`src/rtl/trng_pkg.sv`:
```
package trng_pkg;

    localparam int CNT_W = 8;

    typedef enum logic {
        PH_WARMUP = 1'b0,
        PH_COUNT  = 1'b1
    } phase_t;

    typedef struct packed {
        logic accept;
        logic reject;
        logic parity;
    } verdict_t;

    function automatic verdict_t judge_count(
        input logic [CNT_W-1:0] cnt,
        input logic [CNT_W-1:0] lo,
        input logic [CNT_W-1:0] hi
    );
        verdict_t v;
        logic in_win;
        in_win   = (cnt != {CNT_W{1'b1}}) && (cnt >= lo) && (cnt <= hi);
        v.accept = in_win;
        v.reject = !in_win;
        v.parity = cnt[0];
        return v;
    endfunction

endpackage

```
`src/rtl/trng_sync_edge.sv`:
```
module trng_sync_edge #(
    parameter int STAGES = 2
) (
    input  logic clk,
    input  logic rst,
    input  logic async_in,
    output logic any_edge
);
    logic [STAGES-1:0] chain;
    logic              last_lvl;

    generate
        for (genvar i = 0; i < STAGES; i++) begin : g_stage
            if (i == 0) begin : g_first
                always_ff @(posedge clk) begin
                    if (rst) chain[0] <= 1'b0;
                    else     chain[0] <= async_in;
                end
            end else begin : g_next
                always_ff @(posedge clk) begin
                    if (rst) chain[i] <= 1'b0;
                    else     chain[i] <= chain[i-1];
                end
            end
        end
    endgenerate

    always_ff @(posedge clk) begin
        if (rst) last_lvl <= 1'b0;
        else     last_lvl <= chain[STAGES-1];
    end

    assign any_edge = chain[STAGES-1] ^ last_lvl;
endmodule

```
`src/rtl/trng_interval_timer.sv`:
```
module trng_interval_timer #(
    parameter int SETTLE_W = 16
) (
    input  logic                clk,
    input  logic                rst,
    input  logic [SETTLE_W-1:0] settle_len,
    output logic                tick
);
    logic [SETTLE_W-1:0] elapsed;
    logic [SETTLE_W-1:0] eff_len;

    assign eff_len = (settle_len == '0) ? SETTLE_W'(1) : settle_len;
    assign tick    = (elapsed >= eff_len - SETTLE_W'(1));

    always_ff @(posedge clk) begin
        if (rst || tick) elapsed <= '0;
        else             elapsed <= elapsed + SETTLE_W'(1);
    end
endmodule

```
`src/rtl/trng_edge_counter.sv`:
```
module trng_edge_counter #(
    parameter int W = 8
) (
    input  logic         clk,
    input  logic         rst,
    input  logic         clear,
    input  logic         inc,
    output logic [W-1:0] count
);
    always_ff @(posedge clk) begin
        if (rst || clear)               count <= '0;
        else if (inc && count != '1)    count <= count + W'(1);
    end
endmodule

```
`src/rtl/trng_sampler.sv`:
```
module trng_sampler
    import trng_pkg::*;
#(
    parameter int SETTLE_W    = 16,
    parameter int SYNC_STAGES = 2
) (
    input  logic                clk,
    input  logic                rst,
    input  logic [SETTLE_W-1:0] settle_len,
    input  logic [CNT_W-1:0]    thr_lo,
    input  logic [CNT_W-1:0]    thr_hi,
    input  logic                alarm_clr,
    input  logic                osc_in,
    output logic                excite,
    output logic                bit_valid,
    output logic                rand_bit,
    output logic                reject_pulse,
    output logic                alarm
);
    logic             osc_edge;
    logic             tick;
    logic [CNT_W-1:0] count;
    phase_t           phase;
    verdict_t         verdict;
    logic             result_now;

    trng_sync_edge #(.STAGES(SYNC_STAGES)) i_sync (
        .clk(clk), .rst(rst), .async_in(osc_in), .any_edge(osc_edge)
    );

    trng_interval_timer #(.SETTLE_W(SETTLE_W)) i_timer (
        .clk(clk), .rst(rst), .settle_len(settle_len), .tick(tick)
    );

    trng_edge_counter #(.W(CNT_W)) i_count (
        .clk(clk), .rst(rst), .clear(tick),
        .inc(osc_edge && (phase == PH_COUNT)), .count(count)
    );

    assign verdict    = judge_count(count, thr_lo, thr_hi);
    assign result_now = tick && (phase == PH_COUNT);

    always_ff @(posedge clk) begin
        if (rst) begin
            phase        <= PH_WARMUP;
            excite       <= 1'b0;
            bit_valid    <= 1'b0;
            rand_bit     <= 1'b0;
            reject_pulse <= 1'b0;
            alarm        <= 1'b0;
        end else begin
            if (tick) begin
                phase  <= PH_COUNT;
                excite <= ~excite;
            end
            bit_valid    <= result_now && verdict.accept;
            reject_pulse <= result_now && verdict.reject;
            if (result_now) rand_bit <= verdict.parity;
            if (result_now && verdict.reject) alarm <= 1'b1;
            else if (alarm_clr)               alarm <= 1'b0;
        end
    end
endmodule

```
`config.mk`:
```
export PLATFORM = sky130hd
export DESIGN_NAME = trng_sampler
export DESIGN_NICKNAME = d
export VERILOG_FILES = /design/src/rtl/trng_pkg.sv /design/src/rtl/trng_sync_edge.sv /design/src/rtl/trng_interval_timer.sv /design/src/rtl/trng_edge_counter.sv /design/src/rtl/trng_sampler.sv
export SDC_FILE = /design/constraint.sdc
export NUM_CORES = 1
export LEC_CHECK = 0
export ABC_AREA = 0
export BUFFER_PORTS_ARGS = -buffer_cell sky130_fd_sc_hd__buf_4
export CORE_ASPECT_RATIO = 0.5
export CORE_UTILIZATION = 35
export CTS_CLUSTER_DIAMETER = 150
export DETAILED_ROUTE_END_ITERATION = 10
export GPL_TIMING_DRIVEN = 0
export SYNTH_ARGS = -nofsm -noshare
export SYNTH_HDL_FRONTEND = slang
export SYNTH_SLANG_ARGS = --single-unit
```
`constraint.sdc`:
```
create_clock -name clk -period 3.65 [get_ports clk]
set_clock_uncertainty 0.1 [all_clocks]
set_input_delay 0.365 -clock clk [delete_from_list [all_inputs] [get_ports clk]]
set_output_delay 0.365 -clock clk [all_outputs]
set_load 0.02 [all_outputs]
```
==> results.md <==
* Critical-path cell list: buf_4 > nor3_1 > nand4b_1 > nor2_1 > nor2_1 > ha_1 > nand3_1 > nor3b_1 > xnor2_1 > ha_1 > nand2_1 > o21ai_0 > a22o_1 > a31oi_1 > a221oi_1
* CP startpoint kind: input port
* ANT cells at 0
* Fraction of layout cells with a size suffix above 1 at 0.162
* Predominant post-synthesis flop cell: dfxtp_1
* Synth-to-Final Area Change at 23.4%
* Starting Density at 0.375
* P per Cell Area at about 300 mW/mm^2
* Largest net degree at the start of global routing at 11
* Leak Pwr at about 0.0013 uW
* FP Rows at 20
* Synth Register Bits at 33
* CP max FO at 5
* Die area at between 0.007 and 0.008 sq mm
* Io pins at 41
* Main combinational cell family by area after synthesis: simple AND/OR/NAND/NOR gates
* Ys async rst share at 0
* Clock tree buffer depth at 2
* Avg Inst Size Synth at between 8 and 9 sq um
* Core Area at 0.00628 sq mm
* Vias in the first global route at 2067
* Register area share after synthesis at 0.281
* Residual DRC at 0
* First-pass DRT Iterations at 4
* CP Buf/Inv Count at 1
* Max reg flops at 16
* Post-Route Utilization at 0.462
* Critical path's top delay family: simple AND/OR/NAND/NOR gates
* TritonCTS Buffers at 5
* Slowest CP cell: nor3_1
* GRT overflow at 0
* CTS Sinks at 33
* Die height at 60.0 um
* Final Hold Viols at 0
* Clk slew on worst S/H paths at 0.05 ns
* Max Slew Vio Count at 0
* Endpoints failing setup at 0
* Routed vias/inst at 4.86
* RSZ-0062 raised after global routing: false
* Yosys warns at 0
* Detailed router's first-iteration violation count at between 60 and 70
* Area share of fa/ha/maj cells after synthesis at 0.186
* EDFF count, synth at 0
* Achievable frequency at approximately 300 MHz
* Routed via count at roughly 2100
* Postcts setup bufs at 0
* Worst-Margin Slew at between 0.6 and 0.7 ns
* Post-Place Setup Slack at between 0.07 and 0.08 ns
* Cells after Synth at around 290
* Period utilization at 0.903
* First-pass GRT wire length at 8780 um
* Max_cap viols at 0
* CP arrival at ~3.3 ns
* Final wirelength at ~5100 um
* DIE WIDTH at 118 um
* Post-synthesis compound-gate area fraction at 0.0973
* Peak supply drop at 0.148 mV
* Mapped Nets at between 300 and 400
* Distinct cell type count after synthesis at 38
* Hold WS at slightly above 0.2 ns
* Worst Setup End Kind: register
* Mux contribution to synthesized area at 0.0133
* Synth Area in Simple Gates at 0.250
* Final worst setup slack at 0.355 ns
* Slew HR at 0.558
* Post-DRT Antenna Nets at 0
* Xor/xnor share of the synthesized area at 0.123
* Cell Area, Synth at 0.00235 sq mm
* Top flop regs: i_timer.elapsed x16, i_count.count x8, i_sync.chain x2
* H-tree levels at 2
* Port bufs at 40
* Clock latency on the worst-skew pair at ~0.28 ns
* CP max stage delay at 0.44 ns
* HPWL after detailed placement at 4090 um
* Post-CTS resize count at 0
* Area post-placement at between 0.002 and 0.003 sq mm
* Layout fillers at 626
* Initial antenna violation count at 0
* Nets@finish at approximately 400
* CTS Hold Bufs at 0
* Worst EP required at between 3 and 4 ns
* CTS tree: done
* CP Class: in -> reg
* CTS Root Buffer Type: clkbuf_16
* GPL Wtd Cong at around 0.9
* Hold WC Path Type: in -> reg
* Post-route minimum period at ~3.3 ns
* Routed len/inst at about 12 um
* Post-layout instance area at between 0.002 and 0.003 sq mm
* Setup TNS at 0 ns
* Status: finished, final reports clean
* Tot GR Track Use at 0.155
* Most flops, register: i_timer.elapsed
==> synth_stat cells, drive strengths merged (3+ instances only) <==
master  instances  share of area
nand2          22          0.035
nor4            5          0.016
nand4           6          0.016
a211oi          3         0.0096
a21oi          15          0.032
xnor2          21          0.078
dfxtp          33           0.28
nor2b           7          0.019
nor3b           3         0.0096
inv            24          0.038
nand3          12          0.026
and3            3         0.0080
nor3            9          0.019
ha             35           0.19
xor2           12          0.045
o21ai           6          0.013
nor2           42          0.068
==> cell usage in the layout, fill, tap and decap left out, types with 3 or more instances in the layout <==
cell       netlist  final
nor2_1          41     41
buf_4            0     40
ha_1            35     35
dfxtp_1         33     33
inv_1           24     24
nand2_1         22     22
xnor2_1         21     21
a21oi_1         15     15
nand3_1         12     12
xor2_1          12     12
nor3_1           9      9
nor2b_1          7      7
o21ai_0          6      6
nand4_1          6      6
clkbuf_16        0      5
nor4_1           4      4
nor3b_1          3      3
and3_1           3      3
a211oi_1         3      3
==> final timing paths <==
path                       from              end  slack, ns  cells past startpoint
max               settle_len[7]            alarm       0.36                     15
min                      osc_in  i_sync.chain[0]       0.20                      2
max reg2reg  i_timer.elapsed[2]           excite       1.49                      6
min reg2reg     i_sync.chain[0]  i_sync.chain[1]       0.34                      1
==> worst register-to-register path, stage by stage, from the launching register on <==
cell and delay [ns]:
dfxtp_1 0.40, ha_1 0.27, a211o_1 0.29, a31oi_1 0.19, o221ai_2 0.16, a21oi_1 0.28
mux2_2 0.36
==> layout make-up <==
cell class              count  area [sq um]  share of cell area
clock buffers               6           129              0.0444
clock inverters             2          10.0             0.00345
flip-flops and latches     33           661               0.228
well taps                  88           110              0.0379
plain buffers               3          26.3             0.00906
repair buffers             40           300               0.103
multi-input cells         226          1580               0.543
inverters                  24          90.1              0.0310
==> per-layer routing <==
metal  track usage  wire length [um]  part of all wire  vias up
met5             0                 0                 0        -
met2         0.267              2200              0.43       31
met4        0.0476                60             0.012        0
met3        0.0353               192             0.038        8
met1         0.198              2600              0.51      927
li1              -                 -                 -     1084
==> cell families after synthesis <==
group	count (synthesis)
buffers and inverters	27
muxes	3
and+or+nand+nor	120
adders and majority gates	35
xor gates and xnor gates	33
DFF	33
AOI/OAI and AO/OA	35
==> power by group <==
| group | internal [uW] | total (uW) | leakage, uW | switching (uW) |
|---|---|---|---|---|
| sequential | 365 | 369 | 0.000267 | 4.09 |
| combinational | 53.6 | 103 | 0.000951 | 49.2 |
| clock | 250 | 402 | 0.0000706 | 152 |
==> per-stage QoR <==
step                      std cells  power (uW)
after floorplan                 286         429
after global placement          414         475
final                           422         874
after CTS                       422         885
after global routing            422         913
after detailed placement        414         479
(Power assumes the default switching activity.)
